<file path="src/rtl/shift_add_mul.sv">
module shift_add_mul #(
  parameter int W = 16
) (
  input  logic           clk,
  input  logic           rst,
  input  logic           start,
  input  logic [W-1:0]   mcand,
  input  logic [W-1:0]   mplier,
  output logic [2*W-1:0] product,
  output logic           done
);
  localparam int CW = $clog2(W);

  logic          run;
  logic [CW-1:0] step;
  logic [W-1:0]  x_q;
  logic [W-1:0]  y_q;
  logic [W:0]    hi_q;
  logic [W-2:0]  lo_q;

  wire         load = start && !run;
  wire         last = run && (step == CW'(W - 1));
  wire [W:0]   sum  = {1'b0, hi_q[W:1]} + {1'b0, x_q & {W{y_q[0]}}};

  always_ff @(posedge clk) begin
    if (rst) begin
      run  <= 1'b0;
      done <= 1'b0;
      step <= '0;
      x_q  <= '0;
      y_q  <= '0;
      hi_q <= '0;
      lo_q <= '0;
    end else begin
      done <= last;
      if (load) begin
        run  <= 1'b1;
        step <= '0;
        x_q  <= mcand;
        y_q  <= mplier;
        hi_q <= '0;
        lo_q <= '0;
      end else if (run) begin
        y_q  <= y_q >> 1;
        hi_q <= sum;
        lo_q <= {hi_q[0], lo_q[W-2:1]};
        step <= step + 1'b1;
        if (last) run <= 1'b0;
      end
    end
  end

  assign product = {hi_q, lo_q};
endmodule


</file>
<file path="config.mk">
export PLATFORM = sky130hd
export DESIGN_NAME = shift_add_mul
export DESIGN_NICKNAME = d
export VERILOG_FILES = /design/src/rtl/shift_add_mul.sv
export SDC_FILE = /design/constraint.sdc
export NUM_CORES = 1
export LEC_CHECK = 0
export BUFFER_PORTS_ARGS = -buffer_cell sky130_fd_sc_hd__buf_2
export CELL_PAD_IN_SITES_DETAIL_PLACEMENT = 2
export CELL_PAD_IN_SITES_GLOBAL_PLACEMENT = 2
export CORE_UTILIZATION = 28
export CTS_CLUSTER_DIAMETER = 120
export DETAILED_ROUTE_END_ITERATION = 8
export PLACE_DENSITY = 0.8
export SLEW_MARGIN = 5
export SYNTH_ARGS = -nofsm -noshare
export SYNTH_HDL_FRONTEND = slang
export SYNTH_SLANG_ARGS = --single-unit
</file>
<file path="constraint.sdc">
create_clock -name clk -period 2.3 [get_ports clk]
set_input_delay 0.23 -clock clk [delete_from_list [all_inputs] [get_ports clk]]
set_output_delay 0.23 -clock clk [all_outputs]
set_load 0.005 [all_outputs]
</file>
==> flow_summary.rst, run 1 <==
.. list-table::
   :header-rows: 1

   * - Metric
     - Value
   * - GR met2 Demand/Resource
     - between 30% and 40%
   * - Number of antenna violations at the first check in global routing
     - 0
   * - Final antenna diode count
     - 0
   * - GR Layer Usage met1
     - ~22%
   * - Post-detailed-route DRC marker count
     - 0
   * - Clock root buffer
     - clkbuf_16
   * - CP endpoint kind
     - flip-flop
   * - Smallest setup slack after layout
     - 0.0495 ns
   * - Area growth, synth to finish
     - 28.4%
   * - Maximum root-to-sink buffer count
     - 2
   * - CP required
     - between 2 and 3 ns
   * - Proportion of netlist area held by the largest area contributor
     - 38.9%
   * - Number of DRC violations after detailed-routing iteration 0
     - 151
   * - Per-instance average area after synthesis
     - around 8.5 sq um
   * - Area taken by flip-flops and latches
     - between 0.001 and 0.0015 sq mm
   * - Core Box Area
     - 0.0126 sq mm
   * - Gate count of the mapped netlist
     - 424
   * - Critical hold path startpoint
     - mcand[11]
   * - Run status
     - complete, no violations
   * - Vias post-DR
     - 3,368
   * - Number of placement rows
     - 41
   * - Max Transition Viols Final
     - 0
   * - Hold Vio Cnt, Final
     - 0
   * - Kind of critical path
     - flip-flop to flip-flop
   * - Maximum fanout count along the critical path
     - 5
   * - Chip height
     - 115 um
   * - Die Outline Area
     - 0.0133 sq mm
   * - Top cells by area, synth
     - dfxtp_1 (39%), mux2i_1 (11%), nor2_1 (6.6%)
   * - Number of port buffers
     - 67
   * - Post-Synth Adder-Cell Area
     - 6.46%
   * - Unique masters post-synth
     - 50
   * - Final cell count without fillers
     - around 680
   * - Congestion Overflow GR
     - 0
   * - Level count of the clock H-tree
     - 3
   * - Capture point of the worst reg-to-reg path
     - hi_q[10]$_SDFFE_PP0P_
   * - Routed Antenna Nets
     - 0
   * - Cts hold-fix bufs
     - 0
   * - GRT Max-Usage Layer
     - met2
   * - Largest family of logic cells by synthesized area
     - simple AND/OR/NAND/NOR gates
   * - Average wire per cell in the routed design
     - 18.6 um
   * - Max_slew headroom
     - between 40 and 50%
   * - Clk slew on worst S/H paths
     - about 0.070 ns
   * - Global placer's final weighted congestion
     - 0.829
   * - Number of fillers in the final layout
     - 1,418
   * - Number of cells on the worst hold path
     - 3
   * - Starting density of the core
     - 28.7%
   * - Total area of multi-input combinational cells
     - 0.00217 sq mm
   * - Die width
     - ~120 um
   * - Startpoint kind of the worst setup timing path
     - flip-flop
   * - Top achievable clock speed
     - roughly 440 MHz
   * - DR pass1 iterations
     - 4
   * - Post-Place Worst Slack
     - -0.0161 ns
   * - RR Startpoint
     - y_q[0]$_SDFFE_PP0P_
   * - Number of global-route vias before repair
     - approximately 3,700
   * - Depth of the worst register-to-register path
     - 8
   * - Warning count from the yosys run
     - 0
   * - Multiplexer share of the synthesized area
     - 10.8%
   * - Power per standard cell area
     - 633 mW/mm^2
   * - Leakage power total
     - between 1.5 and 2 nW
   * - Aggregate routed wire length
     - ~13,000 um
   * - Simple-gate share of the synthesized area
     - 21.1%
   * - Worst min path class
     - input pin to flip-flop
   * - I/O pin count
     - 68
   * - Share of cells above drive strength 1
     - a little over a quarter
   * - Via density per instance
     - between 4 and 5
   * - Worst Hold End
     - x_q[11]$_SDFFE_PP0P_
   * - Post-synth ARST share
     - 0%
   * - Total GRT Usage
     - about a fifth
   * - Clock tree from TritonCTS
     - done
   * - Tcrit/Tclk final
     - a little over nine tenths
   * - Sum of net half-perimeters after detailed placement
     - 8910 um
   * - Number of enable flip-flop cells after synthesis
     - 0
   * - Post-synth top flop
     - dfxtp_1
   * - Transition at the pin with the smallest max-transition slack
     - between 0.8 and 0.9 ns
   * - Final setup violating endpoints
     - 0
   * - Num CTS Buffers
     - 9
   * - Number of synthesized register bits
     - 70
   * - Number of max-capacitance violations reported
     - 0
   * - Worst skew pair latency
     - 0.34 ns
   * - Area of the mapped netlist
     - roughly 0.0036 sq mm
   * - Maximum number of pins on one net before global-route repair
     - 40
   * - Worst VDD drop
     - roughly 0.25 mV
   * - Clock sink total
     - 70
   * - Unrepaired setup endpoints after global routing
     - true
   * - Data arrival time of the worst path
     - 2.47 ns
   * - Complex-gate fraction of the synthesized area
     - 16.0%
   * - Met3 track utilization from global routing
     - 4.18%
   * - Largest area contributor in the synthesized netlist
     - dfxtp_1
   * - Count of placed standard cells including taps
     - 661
   * - Clock Skew
     - approximately 0.012 ns
   * - Count of nets after finishing
     - 554
   * - Total nets after synthesis
     - 477
   * - Seq/Total Area, Yosys
     - 38.9%
   * - Global-route wire length before repair
     - 19,000 um
   * - Overall power of the completed layout
     - 2.93 mW
   * - Fraction of synthesized cell area in xor and xnor cells
     - 2.19%
   * - Min Clock Period, post-route
     - approximately 2.3 ns
   * - Flop2flop setup slack
     - approximately 0.049 ns
==> final cells by class <==
type / instances / share of cell area (%)
clock buffers: 10 / 4.95
flip-flops and latches: 70 / 30.3
clock inverters: 6 / 1.03
repair buffers: 94 / 11.8
inverters: 4 / 0.324
multi-input cells: 322 / 46.9
well taps: 172 / 4.65
==> through the flow <==
| step | hold slack, ns | instance area [sq um] | setup TNS [ns] | util, % |
|---|---|---|---|---|
| after floorplan | 0.363 | 3620 | 0 | - |
| after global placement | 0.442 | 4220 | 0 | 33.5 |
| after detailed placement | 0.451 | 4220 | -0.0326 | 33.5 |
| after CTS | 0.122 | 4490 | 0 | 35.7 |
| after global routing | 0.136 | 4630 | -0.0637 | 36.8 |
| final | 0.137 | 4630 | 0 | 36.8 |
==> synth_stat cells (all sizes together), types with 4 or more instances <==
library cell,count
dfxtp,70
nor2,63
nand2,48
a21oi,45
mux2i,39
clkbuf,18
ha,17
and2,16
o21ai,13
buf,10
nand3,9
nor3,6
xnor2,6
nand4,5
o211ai,5
a211oi,4
a21o,4
inv,4
nand2b,4
o21a,4
o21bai,4
==> placed cells by master, fill, tap and decap left out, types with 6 or more instances in the layout <==
| cell type | netlist | layout |
|---|---|---|
| ha_4 | 0 | 6 |
| dfxtp_1 | 70 | 68 |
| nand2_1 | 48 | 48 |
| buf_4 | 0 | 25 |
| nor2_1 | 63 | 63 |
| clkbuf_16 | 0 | 9 |
| o21ai_0 | 11 | 9 |
| a21oi_1 | 45 | 43 |
| xnor2_1 | 6 | 6 |
| nand3_1 | 9 | 9 |
| ha_1 | 17 | 9 |
| buf_2 | 7 | 67 |
| mux2i_1 | 39 | 39 |
| and2_1 | 16 | 16 |
==> cell families (layout without fill, tap and decap cells) <==
logic type / Yosys count / in the layout
AOI/OAI and AO/OA: 91 / 91
muxes: 39 / 39
and+or+nand+nor: 165 / 165
adders and majority gates: 18 / 18
xor gates and xnor gates: 9 / 9
DFF: 70 / 70
buffers and inverters: 32 / 114
==> per-layer routing <==
metal  up-vias  routed length [um]
met5         -                   0
met4         0                 217
met3        15                 449
met2        54                6630
met1      1663                5310
li1       1636                   -
==> flip-flops by register name, indices dropped and copies added (netlist names) <==
register  flops
y_q          16
hi_q         17
done          1
lo_q         15
step          4
x_q          16
run           1
==> report_power, final <==
group	internal (mW)	leakage, nW	switching [mW]
Sequential	1.26	0.570	0.0367
Clock	0.738	0.133	0.587
Combinational	0.129	1.27	0.178
Total	2.12	1.98	0.803
==> worst max-delay path by stage <==
| stage | from | to | slack, ns | cells after the start |
|---|---|---|---|---|
| floorplan | y_q[0]$_SDFFE_PP0P_ | hi_q[10]$_SDFFE_PP0P_ | 0.02 | 9 |
| global placement | y_q[0]$_SDFFE_PP0P_ | hi_q[15]$_SDFFE_PP0P_ | 0.06 | 8 |
| detailed placement | y_q[0]$_SDFFE_PP0P_ | hi_q[11]$_SDFFE_PP0P_ | -0.02 | 9 |
| CTS | y_q[0]$_SDFFE_PP0P_ | hi_q[13]$_SDFFE_PP0P_ | 0.002 | 8 |
| global route | y_q[0]$_SDFFE_PP0P_ | hi_q[10]$_SDFFE_PP0P_ | -0.05 | 8 |
| finish | y_q[0]$_SDFFE_PP0P_ | hi_q[10]$_SDFFE_PP0P_ | 0.05 | 8 |
==> critical path: stages (launching register included) <==
cell	delay, ns
dfxtp_2	0.33
and2_1	0.16
ha_2	0.20
fa_2	0.36
a21o_1	0.21
a31oi_4	0.16
nor3_2	0.08
or3_1	0.36
a32o_1	0.27
==> what timing repair did <==
action,4_1_cts,5_1_grt
buffers inserted,0,1
resized for setup,1,23
endpoints found under the setup margin,2,7
pin swaps,0,2
gates cloned,0,0
(Power assumes the default switching activity.)
==> inputs of run 2 (changes only) <==
--- a/config.mk
+++ b/config.mk
@@ -12,6 +12,7 @@
 export CTS_CLUSTER_DIAMETER = 120
 export DETAILED_ROUTE_END_ITERATION = 8
 export PLACE_DENSITY = 0.8
+export SETUP_SLACK_MARGIN = 0.05
 export SLEW_MARGIN = 5
 export SYNTH_ARGS = -nofsm -noshare
 export SYNTH_HDL_FRONTEND = slang
==> flow_summary.rst, run 2 (synthesis gave the netlist of run 1 again) <==
.. list-table::
   :header-rows: 1

   * - Metric
     - Value
   * - Run status
     - complete, no violations
   * - Clock sink total
     - 70
   * - Overall power of the completed layout
     - between 3 and 4 mW
   * - DR pass1 iterations
     - 4
   * - Clock root buffer
     - clkbuf_16
   * - Average wire per cell in the routed design
     - 18.5 um
   * - Final cell count without fillers
     - 677
   * - CP endpoint kind
     - flip-flop
   * - Count of nets after finishing
     - around 550
   * - Aggregate routed wire length
     - between 10,000 and 15,000 um
   * - Clock network fraction of design power
     - 49.7%
   * - Final setup violating endpoints
     - 0
   * - RR Startpoint
     - y_q[0]$_SDFFE_PP0P_
   * - Capture point of the worst reg-to-reg path
     - hi_q[15]$_SDFFE_PP0P_
   * - Hold Vio Cnt, Final
     - 0
   * - Number of global-route vias before repair
     - 3,725
   * - Share of cells above drive strength 1
     - ~28%
   * - Tcrit/Tclk final
     - a little over nine tenths
   * - Min Clock Period, post-route
     - ~2.2 ns
   * - Starting density of the core
     - 28.7%
   * - Clock Skew
     - 0.00564 ns
   * - Num CTS Buffers
     - 9
   * - Routed Antenna Nets
     - 0
   * - Data arrival time of the worst path
     - about 2.4 ns
   * - Largest register by flop count
     - hi_q
   * - Net load switching power
     - 0.780 mW
   * - CP startpoint
     - y_q[0]$_SDFFE_PP0P_
   * - Number of DRC violations after detailed-routing iteration 0
     - approximately 120
   * - Largest registers
     - hi_q x17, x_q x16, y_q x16
   * - Smallest setup slack after layout
     - around 0.11 ns
   * - Flop2flop setup slack
     - 0.11 ns
   * - Clk slew on worst S/H paths
     - 0.06 ns
   * - Number of port buffers
     - 67
   * - Depth of the worst register-to-register path
     - 9
   * - Share of power burned in combinational logic
     - 9.6%
   * - Worst VDD drop
     - 0.300 mV
   * - Most common cell after layout, fill and taps aside
     - dfxtp_1
   * - Capture point of the critical path
     - hi_q[15]$_SDFFE_PP0P_
   * - CP required
     - 2.53 ns
   * - Top achievable clock speed
     - 457 MHz
   * - Max Transition Viols Final
     - 0
   * - Max_slew headroom
     - 52.1%
   * - Number of placement rows
     - 41
   * - Flop pwr share
     - between 40% and 50%
   * - Leakage power total
     - between 2 and 2.5 nW
   * - Total GRT Usage
     - 20.0%
   * - Global-route wire length before repair
     - approximately 20,000 um
   * - Final antenna diode count
     - 0
   * - Maximum fanout count along the critical path
     - 11
   * - Die width
     - roughly 120 um
   * - Maximum number of pins on one net before global-route repair
     - just under 60
   * - Worst min path class
     - input pin to flip-flop
   * - Startpoint kind of the worst setup timing path
     - flip-flop
   * - Congestion Overflow GR
     - 0
   * - Global placer's final weighted congestion
     - 0.826
   * - Internal power of the cells
     - 2.40 mW
   * - Die Outline Area
     - roughly 0.013 sq mm
   * - Sum of net half-perimeters after detailed placement
     - approximately 8200 um
   * - Fraction of power spent switching nets
     - 24.5%
   * - Maximum root-to-sink buffer count
     - 2
   * - Number of antenna violations at the first check in global routing
     - 0
   * - Power per standard cell area
     - 667 mW/mm^2
   * - Level count of the clock H-tree
     - 3
   * - I/O pin count
     - 68
   * - Via density per instance
     - 4.98
   * - Area growth, synth to finish
     - 32.3%
   * - Unrepaired setup endpoints after global routing
     - false
   * - Transition at the pin with the smallest max-transition slack
     - approximately 0.72 ns
   * - Number of max-capacitance violations reported
     - 0
   * - Clock tree from TritonCTS
     - done
   * - Post-detailed-route DRC marker count
     - 0
   * - Max FFs per register
     - 17
   * - Chip height
     - 115 um
   * - Worst hold margin
     - around 0.13 ns
   * - Post-Place Worst Slack
     - -0.0650 ns
   * - Commonest non-fill, non-tap cells in the layout
     - dfxtp_1 (68), buf_2 (67), nor2_1 (63)
   * - Count of placed standard cells including taps
     - roughly 650
   * - Kind of critical path
     - flip-flop to flip-flop
   * - Core Box Area
     - 0.0126 sq mm
   * - Worst skew pair latency
     - 0.34 ns
   * - Vias post-DR
     - approximately 3,400
-- run 2: final cells by class --
cell class | instances | area, sq um
fillers | 1394 | 7800
multi-input cells | 322 | 2250
flip-flops and latches | 70 | 1410
repair buffers | 93 | 547
clock buffers | 12 | 256
well taps | 172 | 215
clock inverters | 4 | 77.6
inverters | 4 | 15.0
-- run 2: timing repair --
action	4_1_cts	5_1_grt
pin swaps	6	5
hold buffers	0	0
setup endpoints to repair	9	8
setup buffers	4	4
resized for setup	22	14
-- run 2: worst min-delay path by stage --
stage,end,startpoint,slack (ns),cells after the start
2_1_floorplan,x_q[0]$_SDFFE_PP0P_,mcand[0],0.36,2
3_3_place_gp,x_q[3]$_SDFFE_PP0P_,x_q[3]$_SDFFE_PP0P_,0.44,2
3_5_place_dp,x_q[3]$_SDFFE_PP0P_,x_q[3]$_SDFFE_PP0P_,0.45,2
4_1_cts,x_q[11]$_SDFFE_PP0P_,mcand[11],0.12,3
5_1_grt,x_q[7]$_SDFFE_PP0P_,mcand[7],0.14,3
6_report,x_q[7]$_SDFFE_PP0P_,mcand[7],0.13,3
-- run 2: per-layer routing --
| layer | vias up | GRT usage, % | part of all wire (%) |
|---|---|---|---|
| li1 | 1631 | - | - |
| met1 | 1666 | 24.1 | 44 |
| met2 | 56 | 35.3 | 51 |
| met3 | 20 | 3.45 | 2.7 |
| met4 | 0 | 7.79 | 2.6 |
| met5 | - | 0 | 0 |
-- run 2: through the flow --
stage / TNS (ns) / util, % / instance area [sq um]
after floorplan: 0 / - / 3630
after detailed placement: -0.159 / 33.1 / 4160
after CTS: 0 / 37.0 / 4650
after global routing: 0 / 37.9 / 4770
final: 0 / 37.9 / 4770
after global placement: 0 / 33.1 / 4160
-- run 2: power by group through the flow --
| stage | combinational (mW) | sequential, mW | clock [mW] |
|---|---|---|---|
| finish | 0.305 | 1.29 | 1.58 |
| global route | 0.340 | 1.30 | 1.65 |
| CTS | 0.303 | 1.29 | 1.60 |
| detailed placement | 0.284 | 1.32 | 0 |
| global placement | 0.269 | 1.32 | 0 |
| floorplan | 0.203 | 1.30 | 0 |
-- run 2: critical path: stages (launching register included) --
cell and delay (ns):
dfxtp_4 0.37, buf_12 0.14, and2_4 0.17, ha_4 0.27, buf_6 0.13, nand4_1 0.15, a2111oi_4 0.27, o21ai_2 0.13
a21o_1 0.19, a32o_1 0.25
